<file path="src/rtl/xpt_pkg.sv">
package xpt_pkg;
   localparam int unsigned XPT_ROWS   = 16;
   localparam int unsigned XPT_COLS   = 8;
   localparam int unsigned XPT_ROW_AW = 4;
   localparam int unsigned XPT_COL_AW = 3;

   typedef enum logic [0:0] {
      ROW_LINEAR    = 1'b0,
      ROW_SCRAMBLED = 1'b1
   } row_decode_e;
endpackage

</file>
<file path="src/rtl/xpt_ctrl.sv">
module xpt_ctrl #(
   parameter int unsigned ROW_AW = 4,
   parameter int unsigned COL_AW = 3,
   parameter bit          IN_REG = 1'b0
) (
   input  logic              clk,
   input  logic              rst_n,
   input  logic [ROW_AW-1:0] row_i,
   input  logic [COL_AW-1:0] col_i,
   input  logic              din_i,
   input  logic              stb_i,
   input  logic              sel_i,
   input  logic              clr_i,
   output logic [ROW_AW-1:0] row_o,
   output logic [COL_AW-1:0] col_o,
   output logic              din_o,
   output logic              we_o,
   output logic              clr_o
);
   logic we_raw;

   // a write needs strobe and select, and is blocked by clear
   assign we_raw = stb_i & sel_i & ~clr_i;

   generate
      if (IN_REG) begin : g_reg
         always_ff @(posedge clk or negedge rst_n) begin
            if (!rst_n) begin
               row_o <= '0;
               col_o <= '0;
               din_o <= 1'b0;
               we_o  <= 1'b0;
               clr_o <= 1'b0;
            end else begin
               row_o <= row_i;
               col_o <= col_i;
               din_o <= din_i;
               we_o  <= we_raw;
               clr_o <= clr_i;
            end
         end
      end else begin : g_direct
         assign row_o = row_i;
         assign col_o = col_i;
         assign din_o = din_i;
         assign we_o  = we_raw;
         assign clr_o = clr_i;
      end
   endgenerate
endmodule

</file>
<file path="src/rtl/xpt_row_map.sv">
module xpt_row_map
   import xpt_pkg::*;
#(
   parameter int unsigned ROWS   = 16,
   parameter int unsigned ROW_AW = 4,
   parameter row_decode_e MODE   = ROW_SCRAMBLED
) (
   input  logic [ROW_AW-1:0] code_i,
   output logic [ROW_AW-1:0] row_o
);
   generate
      if (ROWS != (1 << ROW_AW)) begin : g_bad_rows
         $error("xpt_row_map: ROWS must equal 2**ROW_AW");
      end
      if (MODE == ROW_SCRAMBLED && ROWS != 16) begin : g_bad_scr
         $error("xpt_row_map: scrambled decode needs 16 rows");
      end

      if (MODE == ROW_SCRAMBLED) begin : g_scr
         // codes 6..7 jump up to rows 12..13, codes 8..13 slide down to 6..11
         always_comb begin
            if (code_i >= ROW_AW'(6) && code_i <= ROW_AW'(7)) begin
               row_o = code_i + ROW_AW'(6);
            end else if (code_i >= ROW_AW'(8) && code_i <= ROW_AW'(13)) begin
               row_o = code_i - ROW_AW'(2);
            end else begin
               row_o = code_i;
            end
         end

         // the decode keeps the edge codes and moves only the middle band
         always_comb begin
            if (code_i < ROW_AW'(6) || code_i > ROW_AW'(13)) begin
               a_r4_edge_identity: assert (row_o == code_i);
            end else begin
               a_r4_band_moved: assert (row_o != code_i);
            end
         end
      end else begin : g_lin
         assign row_o = code_i;
      end
   endgenerate
endmodule

</file>
<file path="src/rtl/xpt_cell_bank.sv">
module xpt_cell_bank #(
   parameter int unsigned CELLS = 128,
   parameter int unsigned IDX_W = 7
) (
   input  logic             clk,
   input  logic             rst_n,
   input  logic             we_i,
   input  logic             clr_i,
   input  logic [IDX_W-1:0] idx_i,
   input  logic             din_i,
   output logic [CELLS-1:0] state_o
);
   generate
      if (CELLS > (1 << IDX_W)) begin : g_bad_idx
         $error("xpt_cell_bank: IDX_W too narrow for CELLS");
      end

      for (genvar c = 0; c < CELLS; c++) begin : g_cell
         logic hit;
         assign hit = we_i && (idx_i == IDX_W'(c));
         always_ff @(posedge clk or negedge rst_n) begin
            if (!rst_n) begin
               state_o[c] <= 1'b0;
            end else if (clr_i) begin
               state_o[c] <= 1'b0;
            end else if (hit) begin
               state_o[c] <= din_i;
            end
         end
      end
   endgenerate

   // the addressed cell takes the data bit
   a_r2_write_value: assert property (@(posedge clk) disable iff (!rst_n)
      (we_i && !clr_i) |=> (state_o[$past(idx_i)] == $past(din_i)));

   // a clear empties every cell
   a_r8_clear_all: assert property (@(posedge clk) disable iff (!rst_n)
      clr_i |=> (state_o == '0));

   // at most one cell changes per cycle outside a clear
   a_r10_single_change: assert property (@(posedge clk) disable iff (!rst_n)
      !clr_i |=> ($countones(state_o ^ $past(state_o)) <= 1));
endmodule

</file>
<file path="src/rtl/xpt_state_array.sv">
module xpt_state_array
   import xpt_pkg::*;
#(
   parameter int unsigned ROWS     = XPT_ROWS,
   parameter int unsigned COLS     = XPT_COLS,
   parameter int unsigned ROW_AW   = XPT_ROW_AW,
   parameter int unsigned COL_AW   = XPT_COL_AW,
   parameter row_decode_e ROW_MODE = ROW_SCRAMBLED,
   parameter bit          IN_REG   = 1'b0,
   localparam int unsigned CELLS   = ROWS * COLS,
   localparam int unsigned IDX_W   = ROW_AW + COL_AW
) (
   input  logic              clk,
   input  logic              rst_n,
   input  logic [ROW_AW-1:0] row_code,
   input  logic [COL_AW-1:0] col_code,
   input  logic              din,
   input  logic              stb,
   input  logic              sel,
   input  logic              clr,
   output logic [CELLS-1:0]  sw_state
);
   generate
      if (COLS != (1 << COL_AW)) begin : g_bad_cols
         $error("xpt_state_array: COLS must equal 2**COL_AW");
      end
   endgenerate

   logic [ROW_AW-1:0] row_q;
   logic [COL_AW-1:0] col_q;
   logic              din_q;
   logic              we;
   logic              clr_q;
   logic [ROW_AW-1:0] phys_row;
   logic [IDX_W-1:0]  cell_idx;

   xpt_ctrl #(
      .ROW_AW (ROW_AW),
      .COL_AW (COL_AW),
      .IN_REG (IN_REG)
   ) u_ctrl (
      .clk   (clk),
      .rst_n (rst_n),
      .row_i (row_code),
      .col_i (col_code),
      .din_i (din),
      .stb_i (stb),
      .sel_i (sel),
      .clr_i (clr),
      .row_o (row_q),
      .col_o (col_q),
      .din_o (din_q),
      .we_o  (we),
      .clr_o (clr_q)
   );

   xpt_row_map #(
      .ROWS   (ROWS),
      .ROW_AW (ROW_AW),
      .MODE   (ROW_MODE)
   ) u_row_map (
      .code_i (row_q),
      .row_o  (phys_row)
   );

   // column is the upper field: index = column * ROWS + physical row
   assign cell_idx = {col_q, phys_row};

   xpt_cell_bank #(
      .CELLS (CELLS),
      .IDX_W (IDX_W)
   ) u_bank (
      .clk     (clk),
      .rst_n   (rst_n),
      .we_i    (we),
      .clr_i   (clr_q),
      .idx_i   (cell_idx),
      .din_i   (din_q),
      .state_o (sw_state)
   );

   generate
      if (!IN_REG) begin : g_port_checks
         // no strobe, or no select, means no change
         a_r6_r7_idle_hold: assert property (@(posedge clk) disable iff (!rst_n)
            ((!stb || !sel) && !clr) |=> $stable(sw_state));

         // clear wins over a strobe in the same cycle
         a_r8_clear_priority: assert property (@(posedge clk) disable iff (!rst_n)
            (clr && stb && sel) |=> (sw_state == '0));
      end
   endgenerate
endmodule

</file>
<file path="config.mk">
export PLATFORM = sky130hd
export DESIGN_NAME = xpt_state_array
export DESIGN_NICKNAME = d
export VERILOG_FILES = /design/src/rtl/xpt_pkg.sv /design/src/rtl/xpt_ctrl.sv /design/src/rtl/xpt_row_map.sv /design/src/rtl/xpt_cell_bank.sv /design/src/rtl/xpt_state_array.sv
export SDC_FILE = /design/constraint.sdc
export NUM_CORES = 1
export LEC_CHECK = 0
export BUFFER_PORTS_ARGS = -buffer_cell sky130_fd_sc_hd__buf_2
export CORE_AREA = 2 2 100 122
export DETAILED_ROUTE_END_ITERATION = 10
export DIE_AREA = 0 0 102 124
export HOLD_SLACK_MARGIN = 0.05
export PLACE_DENSITY = 0.79
export SLEW_MARGIN = 15
export SYNTH_ARGS = -nofsm -noshare
export SYNTH_HDL_FRONTEND = slang
export SYNTH_SLANG_ARGS = --single-unit
</file>
<file path="constraint.sdc">
create_clock -name clk -period 0.8 [get_ports clk]
set_input_delay 0.08 -clock clk [delete_from_list [all_inputs] [get_ports clk]]
set_output_delay 0.08 -clock clk [all_outputs]
set_load 0.02 [all_outputs]
</file>
==> results of run 1 <==
-- repair_timing --
action | CTS
gates cloned | 2
setup buffers | 52
hold buffers | 1
hold endpoints to repair | 128
pin swaps | 33
resized for setup | 411
endpoints found under the setup margin | 256
-- through the flow --
| stage | instances | hold WS, ns |
|---|---|---|
| CTS | 1081 | 0.0684 |
| detailed placement | 994 | -0.0297 |
| global placement | 994 | -0.0312 |
| floorplan | 663 | -0.216 |
-- cells by family after synthesis --
family                     Yosys count
adders and majority gates            1
buffers and inverters               67
xor gates and xnor gates             1
and+or+nand+nor                    214
muxes                               10
AOI/OAI and AO/OA                  242
DFF                                128
-- metal layers --
layer  overflow  track usage (%)
met1         26             89.5
met4        221              110
met5          3             47.0
met3         20             78.9
met2        478              117
==> results.json, run 1 <==
{
  "firstError": "[ERROR GRT-0232] Routing congestion too high. Check the congestion heatmap in the GUI.",
  "synth_compound_area_share_pct": 20.3,
  "track_usage_pct": 96.9,
  "synth_top_family_by_area": "compound AO/OA/AOI/OAI gates",
  "synth_xor_area_share_pct": 0.144,
  "syn_avg_cell_area_um2": 9.15,
  "grt_max_degree": 89,
  "ys_seq_area_share_pct": 52.8,
  "synth-seq-cells": 128,
  "worst-ep-kind": "register input",
  "root_buffer": "clkbuf_16",
  "ios": 141,
  "grt_overflow": 748,
  "clockBufferDepth": 2,
  "globalplace.congestion": 0.931,
  "haltStage": "global routing",
  "hpwl_mm": 15.4,
  "yosysMostFrequentCell": "dfrtp_1",
  "grt-worst-endpoint": "u_bank.state_o[123]$_DFFE_PN0P_/D",
  "synth.area.top_cells": "dfrtp_1 53%, nand3_1 10%, a21oi_1 9.7%",
  "placed_cell_area_um2": 7840,
  "netlist_area_um2": 6070,
  "yosys.area_share.simple_pct": 20.1,
  "async_reset_ff_share_pct": 100,
  "synth_ff_type": "dfrtp_1",
  "synth.net_count": 677,
  "synth_common_cells": "128 x dfrtp_1, 124 x nand3_1, 118 x a21oi_1, 117 x o21ai_0, 35 x clkbuf_1",
  "die_h_um": 124,
  "synth_edf_count": 0,
  "cts_sinks": 128,
  "dieWidth_um": 102,
  "synth_top_area_cell": "dfrtp_1",
  "cts.htree.levels": 4,
  "synth_fa_ha_area_share_pct": 0.206,
  "port_buffers": 140,
  "netlist.area_leader.share_pct": 52.8,
  "preCtsSetupSlack_ns": -0.963,
  "ys_warn_count": 0,
  "cts_made_buffers": 17,
  "synthCells": 663,
  "muxShareOfSynthArea_pct": 1.65,
  "synth_cell_types": 39,
  "start_util_pct": 53.2,
  "rows": 43,
  "outcome": "stopped before the end"
}
==> inputs of run 2 (changes only) <==
--- a/config.mk
+++ b/config.mk
@@ -6,11 +6,10 @@
 export NUM_CORES = 1
 export LEC_CHECK = 0
 export BUFFER_PORTS_ARGS = -buffer_cell sky130_fd_sc_hd__buf_2
-export CORE_AREA = 2 2 100 122
+export CORE_AREA = 2 2 127 129
 export DETAILED_ROUTE_END_ITERATION = 10
-export DIE_AREA = 0 0 102 124
-export HOLD_SLACK_MARGIN = 0.05
-export PLACE_DENSITY = 0.79
+export DIE_AREA = 0 0 129 131
+export PLACE_DENSITY_LB_ADDON = 0.15
 export SLEW_MARGIN = 15
 export SYNTH_ARGS = -nofsm -noshare
 export SYNTH_HDL_FRONTEND = slang
==> results.json, run 2 <==
{
  "outcome": "finished with violations",
  "violations": "negative setup slack",
  "hold_depth": 4,
  "antenna_left": 0,
  "synth_common_cells": "128 x dfrtp_1, 124 x nand3_1, 118 x a21oi_1, 117 x o21ai_0, 35 x clkbuf_1",
  "worst_ep_required_time_ns": 1.15,
  "ys_seq_area_share_pct": 52.8,
  "grt_pass1_vias": 6416,
  "p_per_area_nw_per_um2": 1550,
  "synth_ff_type": "dfrtp_1",
  "antenna_found_initial": 0,
  "route.detailed.drc": 0,
  "fp.dieArea_um2": 16900,
  "vias": 6663,
  "setup_viol": 256,
  "grt_pass1_wl_mm": 38.4,
  "fin_crit_sh_pct": 145,
  "hold_viol_final": 0,
  "largest_reg_flops": 128,
  "port_buffers": 140,
  "dr_wl_met3_mm": 2.39,
  "wl_mm": 26.6,
  "routed.top_layer": "met4",
  "syn_to_final_growth_pct": 76.8,
  "netlist_area_um2": 6070,
  "yosysMostFrequentCell": "dfrtp_1",
  "layout_commonest_cell": "buf_6",
  "arrival_ns": 1.51,
  "tightest_slew_ns": 0.474,
  "dp_cells": 1049,
  "clockBufferDepth": 2,
  "cts_tree": "done",
  "rows": 46,
  "path_class": "in2reg",
  "die_h_um": 131,
  "worstSkewPairLatency_ns": 0.42,
  "design.core.area_um2": 15600,
  "start_util_pct": 38.9,
  "dieWidth_um": 129,
  "n_antenna_cell": 0,
  "wl_met1_mm": 10.8,
  "cts_made_buffers": 17,
  "ios": 141,
  "syn_avg_cell_area_um2": 9.15,
  "ir_worst_vdd_mv": 1.68,
  "final_cell_mix": "153 x buf_6, 128 x dfrtp_1, 107 x buf_4, 106 x nand3_1, 102 x a21oi_1",
  "p_comb_share_pct": 10.0,
  "final.setup.worst_slack_ns": -0.361,
  "viasPerCell": 5.79,
  "fin_cells": 1150,
  "preCtsSetupSlack_ns": -0.942,
  "met2RoutedLength_mm": 12.6,
  "synth_top_area_cell": "dfrtp_1",
  "cp-start-kind": "primary input",
  "end_kind": "flop",
  "max-slew-margin-rel_pct": 68.4,
  "p_switching_mw": 3.95,
  "synth_edf_count": 0,
  "synth-seq-cells": 128,
  "root_buffer": "clkbuf_16",
  "synth.net_count": 677,
  "netlist.area_leader.share_pct": 52.8,
  "synthCells": 663,
  "hold_path_class": "in2reg",
  "grt_max_degree": 60,
  "track_usage_pct": 30.9,
  "drt_iter0_drc": 684,
  "async_reset_ff_share_pct": 100,
  "ys_warn_count": 0,
  "globalplace.congestion": 0.895,
  "period_minus_slack_ns": 1.16,
  "r2r_cells": 4,
  "p_seq_share_pct": 39.1,
  "cts_sinks": 128,
  "power.total_mw": 16.6,
  "layout.nets": 935,
  "fmax_mhz": 861,
  "maxCapViolCount": 0,
  "crit_fanout": 15,
  "drive_above_1_share_pct": 48.9,
  "hold-worst-slack_ns": 0.158,
  "synth_cell_types": 39,
  "p_int_mw": 12.7,
  "rsz0062_at_grt": "true",
  "wl_per_cell_um": 23.2,
  "rrSetupSlack_ns": -0.18,
  "dr.pass1.iters": 8,
  "fillers": 1118,
  "grt_overflow": 0,
  "p_leak_nw": 4.50,
  "top_register": "u_bank.state_o",
  "hpwl_mm": 15.8,
  "fin_setup_tns_ns": -63.84,
  "swShare_pct": 23.8,
  "skew_ns": 0,
  "cts.htree.levels": 4,
  "power_frac_clock_pct": 50.9,
  "clkTransAtPathRegs_ns": 0.06,
  "reg.largest.list": "u_bank.state_o (128)",
  "synth.area.top_cells": "dfrtp_1 53%, nand3_1 10%, a21oi_1 9.7%",
  "slew_viol_final": 0
}
[run 2: cell counts after synthesis]
Identical to the previous run, type by type.
[run 2: path summary, 6_finish.rpt]
path,to,from
worst max register to register,u_bank.state_o[123],u_bank.state_o[123]
worst min register to register,u_bank.state_o[25],u_bank.state_o[25]
worst max-delay path,u_bank.state_o[21],row_code[1]
max in group asynchronous,u_bank.state_o[52],rst_n
worst min-delay path,u_bank.state_o[64],din
min in group asynchronous,u_bank.state_o[47],rst_n
[run 2: area by class of cell]
| type | count | area, µm² | share of cell area [%] |
|---|---|---|---|
| flip-flops and latches | 128 | 3200 | 29.8 |
| multi-input cells | 470 | 3310 | 30.8 |
| well taps | 216 | 270 | 2.52 |
| clock inverters | 9 | 154 | 1.43 |
| repair buffers | 302 | 3300 | 30.7 |
| clock buffers | 23 | 488 | 4.55 |
| inverters | 2 | 12.5 | 0.117 |
[run 2: worst max-delay path, cell delays in order]
cell and delay, ns:
buf_8 0.10, buf_4 0.19, or3b_4 0.40, o211a_4 0.23
or3_1 0.36, a21oi_2 0.15
[run 2: what timing repair did]
item                                    in CTS  in global routing
buffers inserted                            34                 26
hold endpoints to repair                   128                  0
hold buffers                                 1                  0
pin swaps                                   23                 19
gates resized for setup                    348                103
endpoints found under the setup margin     256                256
cloned                                       5                  3
[run 2: cells by family (layout without fill, tap and decap cells)]
| group | count (synthesis) | in the layout | synth area share, % |
|---|---|---|---|
| XOR/XNOR | 1 | 1 | 0.144 |
| AND/OR/NAND/NOR | 214 | 216 | 20.1 |
| AO/OA/AOI/OAI | 242 | 242 | 20.3 |
| buffers and inverters | 67 | 336 | 4.86 |
| adder cells (fa/ha/maj) | 1 | 1 | 0.206 |
| flip-flops | 128 | 128 | 52.8 |
| multiplexers | 10 | 10 | 1.65 |
[run 2: through the flow]
| stage | utilization [%] | area [µm²] |
|---|---|---|
| final | 68.8 | 10700 |
| after CTS | 64.7 | 10100 |
| after floorplan | - | 6400 |
| after detailed placement | 50.7 | 7910 |
| after global routing | 68.8 | 10700 |
| after global placement | 50.7 | 7910 |
[run 2: routing by layer]
| layer | GRT usage, % | vias to the layer above |
|---|---|---|
| li1 | - | 2924 |
| met1 | 41.0 | 3283 |
| met2 | 48.2 | 387 |
| met3 | 8.79 | 69 |
| met4 | 12.2 | 0 |
| met5 | 0 | - |
[run 2: power by group through the flow]
stage,logic (mW),clock network (mW),registers (mW)
floorplan,0.659,0,6.61
global placement,1.27,0,6.60
detailed placement,1.29,0,6.60
CTS,1.50,8.46,6.49
global route,1.75,8.82,6.48
finish,1.67,8.46,6.49
No activity file was read; power rests on OpenSTA's default activity.
==> inputs of run 3 (changes only) <==
--- a/config.mk
+++ b/config.mk
@@ -5,10 +5,11 @@
 export SDC_FILE = /design/constraint.sdc
 export NUM_CORES = 1
 export LEC_CHECK = 0
-export BUFFER_PORTS_ARGS = -buffer_cell sky130_fd_sc_hd__buf_2
+export BUFFER_PORTS_ARGS = -buffer_cell sky130_fd_sc_hd__buf_4
 export CORE_AREA = 2 2 127 129
 export DETAILED_ROUTE_END_ITERATION = 10
 export DIE_AREA = 0 0 129 131
+export HOLD_SLACK_MARGIN = 0.08
 export PLACE_DENSITY_LB_ADDON = 0.15
 export SLEW_MARGIN = 15
 export SYNTH_ARGS = -nofsm -noshare
==> results.json, run 3 (synthesis gave the netlist of run 2 again) <==
{
  "layout.nets": 933,
  "fillers": 1174,
  "crit_fanout": 11,
  "hold_path_class": "in2reg",
  "multi_input_area_um2": 3250,
  "r2r_cells": 4,
  "cp-start-kind": "primary input",
  "preCtsSetupSlack_ns": -0.862,
  "worst_ep_required_time_ns": 1.15,
  "p_comb_share_pct": 10.2,
  "drive_above_1_share_pct": 50.2,
  "fmax_mhz": 876,
  "antenna_left": 0,
  "grt_pass1_vias": 6409,
  "p_seq_share_pct": 41.0,
  "top_register": "u_bank.state_o",
  "final_util_pct": 67.7,
  "path_class": "in2reg",
  "power.total_mw": 15.8,
  "p_per_area_nw_per_um2": 1500,
  "p_switching_mw": 3.83,
  "p_leak_nw": 4.46,
  "ff_latch_area_um2": 3200,
  "violations": "negative setup slack",
  "rsz0062_at_grt": "true",
  "vias": 6638,
  "final_cell_mix": "148 x buf_6, 127 x dfrtp_1, 117 x buf_4, 100 x nand3_1, 96 x a21oi_1",
  "antenna_found_initial": 0,
  "end_kind": "flop",
  "root_buffer": "clkbuf_16",
  "clockBufferDepth": 2,
  "wl_per_cell_um": 22.0,
  "globalplace.congestion": 0.897,
  "ios": 141,
  "port_buffers": 140,
  "hpwl_mm": 16.5,
  "clkTransAtPathRegs_ns": 0.06,
  "worstSkewPairLatency_ns": 0.42,
  "track_usage_pct": 29.7,
  "grt_pass1_wl_mm": 37.2,
  "fin_crit_sh_pct": 143,
  "start_util_pct": 38.9,
  "hold_depth": 4,
  "p_int_mw": 12.0,
  "power_frac_clock_pct": 48.8,
  "cts.htree.levels": 4,
  "swShare_pct": 24.2,
  "setup_viol": 256,
  "viasPerCell": 5.79,
  "cts_sinks": 128,
  "die_h_um": 131,
  "syn_to_final_growth_pct": 74.0,
  "cts_made_buffers": 17,
  "reg.largest.list": "u_bank.state_o (128)",
  "hold-worst-slack_ns": 0.102,
  "hold_viol_final": 0,
  "rows": 46,
  "outcome": "finished with violations",
  "largest_reg_flops": 128,
  "design.core.area_um2": 15600,
  "final.setup.worst_slack_ns": -0.342,
  "skew_ns": 0,
  "max-slew-margin-rel_pct": 67.8,
  "period_minus_slack_ns": 1.14,
  "route.detailed.drc": 0,
  "n_antenna_cell": 0,
  "tightest_slew_ns": 0.483,
  "fp.dieArea_um2": 16900,
  "arrival_ns": 1.49,
  "cts_tree": "done",
  "ir_worst_vdd_mv": 1.57,
  "wl_mm": 25.2,
  "layout_commonest_cell": "buf_6",
  "dieWidth_um": 129,
  "grt_overflow": 0,
  "maxCapViolCount": 0,
  "dr.pass1.iters": 5,
  "slew_viol_final": 0,
  "drt_iter0_drc": 730,
  "grt_max_degree": 59
}
-- run 3: worst paths after layout --
check	startpoint	to	slack, ns
setup / recovery	row_code[2]	u_bank.state_o[43]	-0.34
hold / removal	din	u_bank.state_o[21]	0.10
setup reg to reg	u_bank.state_o[27]	u_bank.state_o[27]	-0.18
hold reg to reg	u_bank.state_o[30]	u_bank.state_o[30]	0.55
max in group asynchronous	rst_n	u_bank.state_o[97]	0.34
min in group asynchronous	rst_n	u_bank.state_o[42]	0.23
-- run 3: timing repair --
| item | CTS | global route |
|---|---|---|
| buffers inserted | 42 | 19 |
| endpoints found under the hold margin | 128 | 0 |
| resized for setup | 212 | 96 |
| pin swaps | 15 | 12 |
| cloned | 1 | 1 |
| setup endpoints to repair | 256 | 256 |
| hold buffers | 1 | 0 |
-- run 3: final cells by class --
cell class	instances	share of cell area [%]
clock buffers	25	4.69
clock inverters	5	0.747
inverters	2	0.118
multi-input cells	469	30.8
flip-flops and latches	128	30.3
well taps	216	2.56
repair buffers	301	30.8
-- run 3: power by group through the flow --
stage	sequential (mW)	clock, mW	combinational (mW)
after floorplan	6.61	0	0.659
after global placement	6.60	0	1.32
after detailed placement	6.60	0	1.35
after CTS	6.49	7.73	1.49
after global routing	6.48	8.02	1.70
final	6.49	7.72	1.61
-- run 3: worst max-delay path, stage by stage --
cell and delay [ns]:
buf_8 0.08, inv_4 0.03, ha_4 0.34, or3b_4 0.44, nor2_4 0.14, buf_4 0.15, nand3_1 0.09, a21oi_2 0.14
-- run 3: through the flow --
stage / TNS (ns) / instance area [µm²] / cells
2_1_floorplan: -69.83 / 6400 / 663
3_3_place_gp: -85.98 / 8400 / 1052
3_5_place_dp: -89.33 / 8400 / 1052
4_1_cts: -56.82 / 10100 / 1126
5_1_grt: -69.62 / 10600 / 1146
6_report: -59.37 / 10600 / 1146
-- run 3: metal layers --
| metal | vias to the layer above | wire length (µm) | global-route usage [%] |
|---|---|---|---|
| met1 | 3267 | 10100 | 38.8 |
| met5 | - | 0 | 0 |
| met4 | 0 | 788 | 12.2 |
| met2 | 388 | 12200 | 47.3 |
| met3 | 60 | 2060 | 7.82 |
| li1 | 2923 | - | - |
